File: src/rtl/tlb_maint_pkg.sv
package tlb_maint_pkg;
  typedef enum logic [2:0] {
    RN_PID    = 3'd0,
    RN_ZONE   = 3'd1,
    RN_INDEX  = 3'd2,
    RN_LO     = 3'd3,
    RN_HI     = 3'd4,
    RN_SEARCH = 3'd5
  } reg_num_e;

  localparam int TAG_VALID_BIT = 6;
  localparam int TAG_SIZE_LSB  = 7;
  localparam int PAGE_LSB      = 10;
  localparam int ZSEL_LSB      = 4;
  localparam int TID_W         = 8;

  // Mask keeping the page-number bits for size code n (1 KB * 4^n).
  function automatic logic [31:0] page_mask(input logic [2:0] code);
    return ~((32'd1024 << {code, 1'b0}) - 32'd1);
  endfunction
endpackage

File: src/rtl/tlb_entry_store.sv
module tlb_entry_store #(
  parameter int ENTRIES = 16,
  parameter int IDX_W   = $clog2(ENTRIES)
) (
  input  logic              clk,
  input  logic              rst,
  input  logic [IDX_W-1:0]  sel,
  input  logic              wr_lo,
  input  logic              wr_hi,
  input  logic [31:0]       wdata,
  input  logic [7:0]        pid_in,
  output logic [31:0]       sel_lo,
  output logic [31:0]       sel_hi,
  output logic [7:0]        sel_tid,
  output logic [31:0]       tag_all [ENTRIES],
  output logic [31:0]       dat_all [ENTRIES],
  output logic [7:0]        tid_all [ENTRIES]
);
  logic [31:0] tag_mem [ENTRIES];
  logic [31:0] dat_mem [ENTRIES];
  logic [7:0]  tid_mem [ENTRIES];

  always_ff @(posedge clk) begin
    if (rst) begin
      for (int i = 0; i < ENTRIES; i++) begin
        tag_mem[i] <= '0;
        dat_mem[i] <= '0;
        tid_mem[i] <= '0;
      end
    end else begin
      if (wr_lo) dat_mem[sel] <= wdata;
      if (wr_hi) begin
        tag_mem[sel] <= wdata;
        tid_mem[sel] <= pid_in;
      end
    end
  end

  assign sel_lo  = dat_mem[sel];
  assign sel_hi  = tag_mem[sel];
  assign sel_tid = tid_mem[sel];

  generate
    for (genvar g = 0; g < ENTRIES; g++) begin : g_out
      assign tag_all[g] = tag_mem[g];
      assign dat_all[g] = dat_mem[g];
      assign tid_all[g] = tid_mem[g];
    end
  endgenerate

  // a tag write stamps the entry with the identifier presented at that edge
  assert_tid_capture_R3: assert property (@(posedge clk) disable iff (rst)
    wr_hi |=> tid_mem[$past(sel)] == $past(pid_in));
endmodule

File: src/rtl/tlb_search.sv
module tlb_search
  import tlb_maint_pkg::*;
#(
  parameter int ENTRIES = 16,
  parameter int IDX_W   = $clog2(ENTRIES)
) (
  input  logic [31:0]      tag_all [ENTRIES],
  input  logic [31:0]      dat_all [ENTRIES],
  input  logic [7:0]       tid_all [ENTRIES],
  input  logic [31:0]      vaddr,
  input  logic [7:0]       pid,
  input  logic [31:0]      zone,
  input  logic             user,
  output logic             hit,
  output logic [IDX_W-1:0] hit_idx
);
  logic [ENTRIES-1:0] match;

  generate
    for (genvar g = 0; g < ENTRIES; g++) begin : g_cmp
      logic [31:0] mask;
      logic [3:0]  zsel;
      logic [1:0]  zfield;
      assign mask   = page_mask(tag_all[g][TAG_SIZE_LSB +: 3]);
      assign zsel   = dat_all[g][ZSEL_LSB +: 4];
      assign zfield = zone[(5'd30 - {zsel, 1'b0}) +: 2];
      assign match[g] = tag_all[g][TAG_VALID_BIT]
                     && ((vaddr & mask) == (tag_all[g] & mask))
                     && (tid_all[g] == 8'd0 || tid_all[g] == pid)
                     && !(user && zfield == 2'd0);
    end
  endgenerate

  // Lowest index wins: scan downward so the last assignment is the lowest.
  always_comb begin
    hit     = 1'b0;
    hit_idx = '0;
    for (int i = ENTRIES - 1; i >= 0; i--) begin
      if (match[i]) begin
        hit     = 1'b1;
        hit_idx = IDX_W'(i);
      end
    end
  end
endmodule

File: src/rtl/tlb_maint_regs.sv
module tlb_maint_regs
  import tlb_maint_pkg::*;
#(
  parameter int ENTRIES = 16,
  parameter int IDX_W   = $clog2(ENTRIES)
) (
  input  logic        clk,
  input  logic        rst,
  input  logic [1:0]  cfg_level,
  input  logic [1:0]  cfg_access,
  input  logic        priv_user,
  input  logic [2:0]  reg_num,
  input  logic        reg_wr,
  input  logic        reg_rd,
  input  logic [31:0] reg_wdata,
  output logic [31:0] reg_rdata
);
  logic [31:0] pid_q, zone_q, idx_q, srch_q;
  logic        gate, wr_ok, wr_priv, rd_ok, rd_priv;
  logic        srch_go, srch_hit;
  logic [IDX_W-1:0] srch_idx;
  logic [31:0] sel_lo, sel_hi;
  logic [7:0]  sel_tid;
  logic [31:0] tag_all [ENTRIES];
  logic [31:0] dat_all [ENTRIES];
  logic [7:0]  tid_all [ENTRIES];

  assign gate    = (cfg_level >= 2'd2) && (cfg_access != 2'd0);
  assign wr_ok   = reg_wr && gate;
  assign wr_priv = wr_ok && cfg_access[1];
  assign rd_ok   = reg_rd && gate;
  assign rd_priv = rd_ok && cfg_access[0];
  assign srch_go = wr_priv && reg_num == RN_SEARCH;

  tlb_entry_store #(.ENTRIES(ENTRIES), .IDX_W(IDX_W)) u_store (
    .clk(clk), .rst(rst), .sel(idx_q[IDX_W-1:0]),
    .wr_lo(wr_ok && reg_num == RN_LO), .wr_hi(wr_ok && reg_num == RN_HI),
    .wdata(reg_wdata), .pid_in(pid_q[7:0]),
    .sel_lo(sel_lo), .sel_hi(sel_hi), .sel_tid(sel_tid),
    .tag_all(tag_all), .dat_all(dat_all), .tid_all(tid_all)
  );

  tlb_search #(.ENTRIES(ENTRIES), .IDX_W(IDX_W)) u_search (
    .tag_all(tag_all), .dat_all(dat_all), .tid_all(tid_all),
    .vaddr({reg_wdata[31:PAGE_LSB], {PAGE_LSB{1'b0}}}),
    .pid(pid_q[7:0]), .zone(zone_q), .user(priv_user),
    .hit(srch_hit), .hit_idx(srch_idx)
  );

  always_ff @(posedge clk) begin
    if (rst) begin
      pid_q     <= '0;
      zone_q    <= '0;
      idx_q     <= '0;
      srch_q    <= '0;
      reg_rdata <= '0;
    end else begin
      if (wr_priv && reg_num == RN_PID) begin
        if (reg_wdata != pid_q) pid_q <= reg_wdata;
      end else if (rd_priv && reg_num == RN_HI) begin
        pid_q <= {24'd0, sel_tid};
      end
      if (wr_priv && reg_num == RN_ZONE) zone_q <= reg_wdata;
      if (wr_ok && reg_num == RN_INDEX) idx_q <= reg_wdata;
      if (srch_go) begin
        srch_q <= reg_wdata;
        if (srch_hit) idx_q <= 32'(srch_idx);
        else          idx_q <= idx_q | 32'h8000_0000;
      end
      if (reg_rd) begin
        reg_rdata <= '0;
        if (rd_ok) begin
          case (reg_num)
            RN_PID:    if (rd_priv) reg_rdata <= pid_q;
            RN_ZONE:   if (rd_priv) reg_rdata <= zone_q;
            RN_INDEX:  reg_rdata <= idx_q;
            RN_LO:     if (rd_priv) reg_rdata <= sel_lo;
            RN_HI:     if (rd_priv) reg_rdata <= sel_hi;
            RN_SEARCH: reg_rdata <= srch_q;
            default:   reg_rdata <= '0;
          endcase
        end
      end
    end
  end

  // reads while the interface is closed return zero
  assert_closed_read_zero_R6: assert property (@(posedge clk) disable iff (rst)
    (reg_rd && !gate) |=> reg_rdata == 32'd0);
  // a missed search flags bit 31 and keeps the rest of the index
  assert_search_miss_R5: assert property (@(posedge clk) disable iff (rst)
    (srch_go && !srch_hit) |=> idx_q[31] && idx_q[30:0] == $past(idx_q[30:0]));
  // a hit loads the index with the winning entry number
  assert_search_hit_R4: assert property (@(posedge clk) disable iff (rst)
    (srch_go && srch_hit) |=> idx_q == 32'($past(srch_idx)));
  // identifier register is untouched without write permission
  assert_pid_guard_R7: assert property (@(posedge clk) disable iff (rst)
    (reg_wr && reg_num == RN_PID && !(gate && cfg_access[1]) && !reg_rd)
      |=> $stable(pid_q));
  // a permitted tag-word read loads the identifier register
  assert_hi_read_pid_R3: assert property (@(posedge clk) disable iff (rst)
    (rd_priv && reg_num == RN_HI && !reg_wr) |=> pid_q == {24'd0, $past(sel_tid)});
endmodule

File: config.mk
export PLATFORM = sky130hd
export DESIGN_NAME = tlb_maint_regs
export DESIGN_NICKNAME = d
export VERILOG_FILES = /design/src/rtl/tlb_maint_pkg.sv /design/src/rtl/tlb_entry_store.sv /design/src/rtl/tlb_search.sv /design/src/rtl/tlb_maint_regs.sv
export SDC_FILE = /design/constraint.sdc
export NUM_CORES = 2
export LEC_CHECK = 0
export CORE_MARGIN = 5
export CORE_UTILIZATION = 30
export DETAILED_ROUTE_END_ITERATION = 10
export DONT_BUFFER_PORTS = 1
export GPL_TIMING_DRIVEN = 0
export SETUP_SLACK_MARGIN = 0.1
export SLEW_MARGIN = 20
export SYNTH_ARGS = -nofsm -noshare
export SYNTH_HDL_FRONTEND = slang
export SYNTH_HIERARCHICAL = 1
export SYNTH_SLANG_ARGS = --single-unit
File: constraint.sdc
create_clock -name clk -period 5.08 [get_ports clk]
set_clock_uncertainty 0.2 [all_clocks]
set_input_delay 0.254 -clock clk [delete_from_list [all_inputs] [get_ports clk]]
set_output_delay 0.254 -clock clk [all_outputs]
set_load 0.02 [all_outputs]
## Word-level counts from Yosys, hierarchy flattened

Memory sizes are Yosys's and may differ from the RTL's. A register that Yosys moved wholly into a read port is not among the register bits.
Index checks and enable logic that the tools add are counted.

- Memory bits (writable): 1152
- Bits in latches: 0
- Memories kept: 3
- Register bits: 160
- ROM bits: 0
- Word-level logic and storage cells: 378

Memory list:

| name | depth | bits a word | rd ports | clocked after Yosys merged registers in | write ports | RTL line | RTL |
|---|---|---|---|---|---|---|---|
| u_store.dat_mem | 16 | 32 | 17 | 1 | 16 | tlb_entry_store.sv:20 | `logic [31:0] dat_mem [ENTRIES];` |
| u_store.tag_mem | 16 | 32 | 17 | 1 | 16 | tlb_entry_store.sv:19 | `logic [31:0] tag_mem [ENTRIES];` |
| u_store.tid_mem | 16 | 8 | 17 | 1 | 16 | tlb_entry_store.sv:21 | `logic [7:0] tid_mem [ENTRIES];` |

- Order comparisons: 1
- Eq/ne operators: 40
- Multipliers: 0
- Reductions and logical operators: 149
- Divide/modulo/power cells: 0
- Add/subtract/negate cells: 32
- Shift-type cells: 32
- Multiplexer cells: 67
- Bitwise logic cells: 48

Operators with widths:

| operator | number |
|---|---|
| $and 32x32->32 | 32 |
| $eq 32x32->1 | 16 |
| $not 32->32 | 16 |
| $shiftx 32x6->2 | 16 |
| $shl 11x4->32 const A | 16 |
| $sub 32x1->32 const B | 16 |
| $mux 32 | 13 |
| $pmux 32 s6 | 1 |
| $eq 8x8->1 | 16 |
| $logic_not 8->1 | 16 |
| $mux 4 | 25 |
| $sub 5x5->5 const A | 16 |
| $logic_and 1x1->1 | 76 |
| $reduce_or 32->1 | 2 |
| $logic_not 2->1 | 16 |
| $ne 32x32->1 | 1 |
| $mux 1 | 27 |
| $logic_not 1->1 | 16 |
| $logic_or 1x1->1 | 16 |
| $mux 8 | 1 |
| $reduce_or 8->1 | 1 |
| $eq 3x2->1 const B | 2 |
| $eq 3x3->1 const B | 2 |
| $reduce_bool 2->1 | 3 |
| 5 further kinds | 7 |

## Longest topological paths before layout

An unclocked memory read counts as a cell.

- Depth after elaboration: 29
- Mapped depth: 20

## Hierarchy

Netlist, hierarchy kept.

Modules (own cells, without submodules):

| module | instances | area an instance (um^2) | cells each |
|---|---|---|---|
| tlb_entry_store | 1 | 51493.1 | 3208 |
| tlb_search | 1 | 10989.3 | 1428 |
| tlb_maint_regs | 1 | 7613.6 | 893 |

## Worst setup path after synthesis

OpenSTA, ideal clock, no wires.

- Path kind: reg-to-reg
- Start point: mem u_store.tag_mem[11][9]
- End point: reg idx_q[0]
- Arrival: 3516 ps
- Stages on the path, launching flop included: 18
- Setup slack: 1273 ps
- Data required time: 4789 ps
- Buffers on the path: 3
- Period minus slack after synthesis: 3807 ps
- Library setup time: 91 ps
- Cells stage by stage: edfxtp_1 buf_2 or3b_2 ha_1 clkbuf_1 nor2_1 mux2i_1 o221ai_1 o21ai_0 or4_1 a21oi_1 nor2_1 nand4_1 nand2b_1 clkbuf_1 a21o_1 nor2_1 a311oi_1

RTL lines:

| what | RTL line | RTL |
|---|---|---|
| from (decl) | tlb_entry_store.sv:19 |  |
| to (signal assigned) | tlb_maint_regs.sv:64 | `if (wr_ok && reg_num == RN_INDEX) idx_q <= reg_wdata;` |
| to (signal assigned) | tlb_maint_regs.sv:67 | `if (srch_hit) idx_q <= 32'(srch_idx);` |
| to (signal assigned) | tlb_maint_regs.sv:68 | `else idx_q <= idx_q \| 32'h8000_0000;` |
| to (decl) | tlb_maint_regs.sv:18 | `logic [31:0] pid_q, zone_q, idx_q, srch_q;` |

==> impl_metrics.py <==
metrics = {
    "setup_path": {
        "reg2reg_to": "idx_q[28]",
        "crit_end": "idx_q[28]",
        "worst-r2r-cell-count": 17,
        "slowest_delay_ns": 0.59,
        "crit_start": "u_store/tag_mem[12][7]",
        "critical_path_arrival_ns": 5.55,
        "r2r_start": "u_store/tag_mem[12][7]",
        "start_kind": "flop",
        "cp_cell_sequence": "clkbuf_1, or3_1, ha_1, a21oi_1, nor4_1, o2111ai_1, a2111oi_2, buf_2, o311a_1, nor2_1, nand4_1, nand2b_1, clkbuf_2, a21oi_4, buf_2, a22oi_1, nor2_1",
        "worstSetupEndpointType": "flop",
        "worst_ep_required_time_ns": 5.52,
        "worstPathMaxFanout": 10,
        "crit_type": "reg -> reg",
        "critPathSlowestCell": "nor4_1",
        "reg2reg_slack_ns": -0.03,
    },
    "power_and_ir_drop": {
        "p_leak_nw": 27.0,
        "irDropWorstVdd_mv": 0.313,
        "p_per_area_nw_per_um2": 313,
        "finalPower_mw": 25.0,
    },
    "logic_synthesis": {
        "ys_warn_count": 6,
        "synth_nets": 5588,
        "synth_area_um2": 70100,
        "netlist_instances": 5528,
        "synth_area_per_cell_um2": 12.7,
    },
    "clocking": {
        "root_buffer": "clkbuf_16",
        "cts_htree_levels": 4,
        "cts_buffer_depth": 3,
        "cts_buffers": 149,
        "cts.sinks": 1312,
        "cts_tree": "yes",
        "insertion_delay_ns": 0.82,
        "path_clk_slew_ns": 0.06,
    },
    "global_routing": {
        "grt_usage": 0.235,
        "overflow": 0,
        "antenna_found_initial": 53,
        "grt_pass1_vias": 48600,
        "grt_pass1_wl_um": 400000,
        "grt_max_degree": 41,
    },
    "sta": {
        "slew_headroom": 0.116,
        "timing.final.crit_share": 1.00,
        "hold_viol_final": 0,
        "tightest_slew_ns": 1.33,
        "report.final.setup_viol": 7,
        "layout_setup_ws_ns": -0.0251,
        "holdWs_ns": 0.0613,
        "slew_violations": 0,
        "fmax_ghz": 0.196,
        "layout_min_cycle_time_ns": 5.11,
        "rsz0062_at_grt": "true",
    },
    "route": {
        "first_pass_iters": 9,
        "num_vias": 51800,
        "viasPerCell": 5.77,
        "ant_nets": 0,
        "wirelength_um": 296000,
        "drc_errors": 0,
        "wl_per_cell_um": 33.0,
        "drtIter0Drc": 8316,
    },
    "place": {
        "portBuffers": 0,
        "place.gp.congestion": 1.05,
        "dpl.hpwl_um": 211000,
        "place_ws_ns": -0.536,
    },
    "run": {
        "drv_cap": 0,
    },
    "die": {
        "start_util": 0.301,
        "die_h_um": 493,
        "boundaryPins": 76,
        "dieArea_um2": 243000,
        "fp.dieW_um": 493,
        "num_rows": 177,
        "coreArea_um2": 233000,
    },
    "run_status": {
        "violations": "setup timing",
        "status": "finished, violations left",
    },
    "cells_and_area": {
        "syn_to_final_growth_pct": 13.9,
        "layout-drive-gt1-share": 0.145,
        "final_common_cell": "and2_1",
        "fillerInstances": 22700,
        "final_nets": 5830,
        "final_cell_mix": "1159 x and2_1, 1152 x edfxtp_1, 378 x clkbuf_1",
    },
    "hold_path": {
        "min_path_cells": 2,
        "hp-class": "in -> reg",
        "hold_start": "reg_wdata[2]",
    },
}
per-layer routing:
metal,global-route usage,part of all wire,routed length (um),vias to the layer above
met5,0,0.00040,119,-
met4,0.122,0.061,18000,16
met3,0.0769,0.13,39600,683
met2,0.341,0.42,125000,3708
met1,0.312,0.38,113000,26600
li1,-,-,-,20800
worst min path at each step:
stage | slack (ns) | endpoint
floorplan | 0.19 | idx_q[31]
global placement | 0.20 | zone_q[2]
detailed placement | 0.20 | zone_q[8]
CTS | 0.003 | u_store/tag_mem[6][23]
global route | 0.04 | u_store/tag_mem[6][23]
finish | 0.06 | u_store/dat_mem[1][2]
what timing repair did:
| item | 4_1_cts | 5_1_grt |
|---|---|---|
| resized for setup | 20 | 19 |
| endpoints found under the hold margin | 935 | 0 |
| endpoints found under the setup margin | 36 | 29 |
| setup buffers | 0 | 0 |
| hold buffers | 82 | 0 |
| gates cloned | 0 | 0 |
cell type report:
type / instances / area, um2 / area share
antenna: 40 / 100 / 0.00125
buffer: 529 / 2450 / 0.0306
clock buffer: 198 / 4000 / 0.0501
clock inverter: 73 / 631 / 0.00790
inverter: 20 / 75.1 / 0.000941
multi-input combinational: 3667 / 30000 / 0.375
sequential: 1312 / 37800 / 0.474
tap: 3043 / 3810 / 0.0477
timing repair buffer: 91 / 980 / 0.0123
per-stage QoR:
| stage | cell area [um2] | std cells | utilization | setup TNS (ns) |
|---|---|---|---|---|
| finish | 79800 | 8973 | 0.343 | -0.0887 |
| global route | 79700 | 8944 | 0.343 | 0 |
| global placement | 73900 | 8571 | 0.318 | -49.16 |
| CTS | 79700 | 8932 | 0.343 | 0 |
| floorplan | 70100 | 5528 | - | 0 |
| detailed placement | 74100 | 8579 | 0.319 | -13.98 |
report_power, final:
group	internal, mW	switching, mW	total [mW]
clock	5.95	4.57	10.5
combinational	0.662	1.54	2.21
sequential	12.0	0.229	12.3
total	18.6	6.34	25.0
sequential cells by signal, summed over array words and instances, names as in the netlist:
name             flops
u_store/dat_mem    512
u_store/tag_mem    512
u_store/tid_mem    128
idx_q               32
pid_q               32
reg_rdata           32
srch_q              32
zone_q              32
critical path, delay by kind of cell, from the launching register on:
| family | cells | cell delay (ns) |
|---|---|---|
| AO/OA/AOI/OAI | 6 | 1.36 |
| adder cells (fa/ha/maj) | 1 | 0.34 |
| buffers and inverters | 4 | 1.31 |
| flip-flops | 1 | 0.44 |
| AND/OR/NAND/NOR | 6 | 1.30 |
Note: power is estimated with default switching activity, not from simulation.
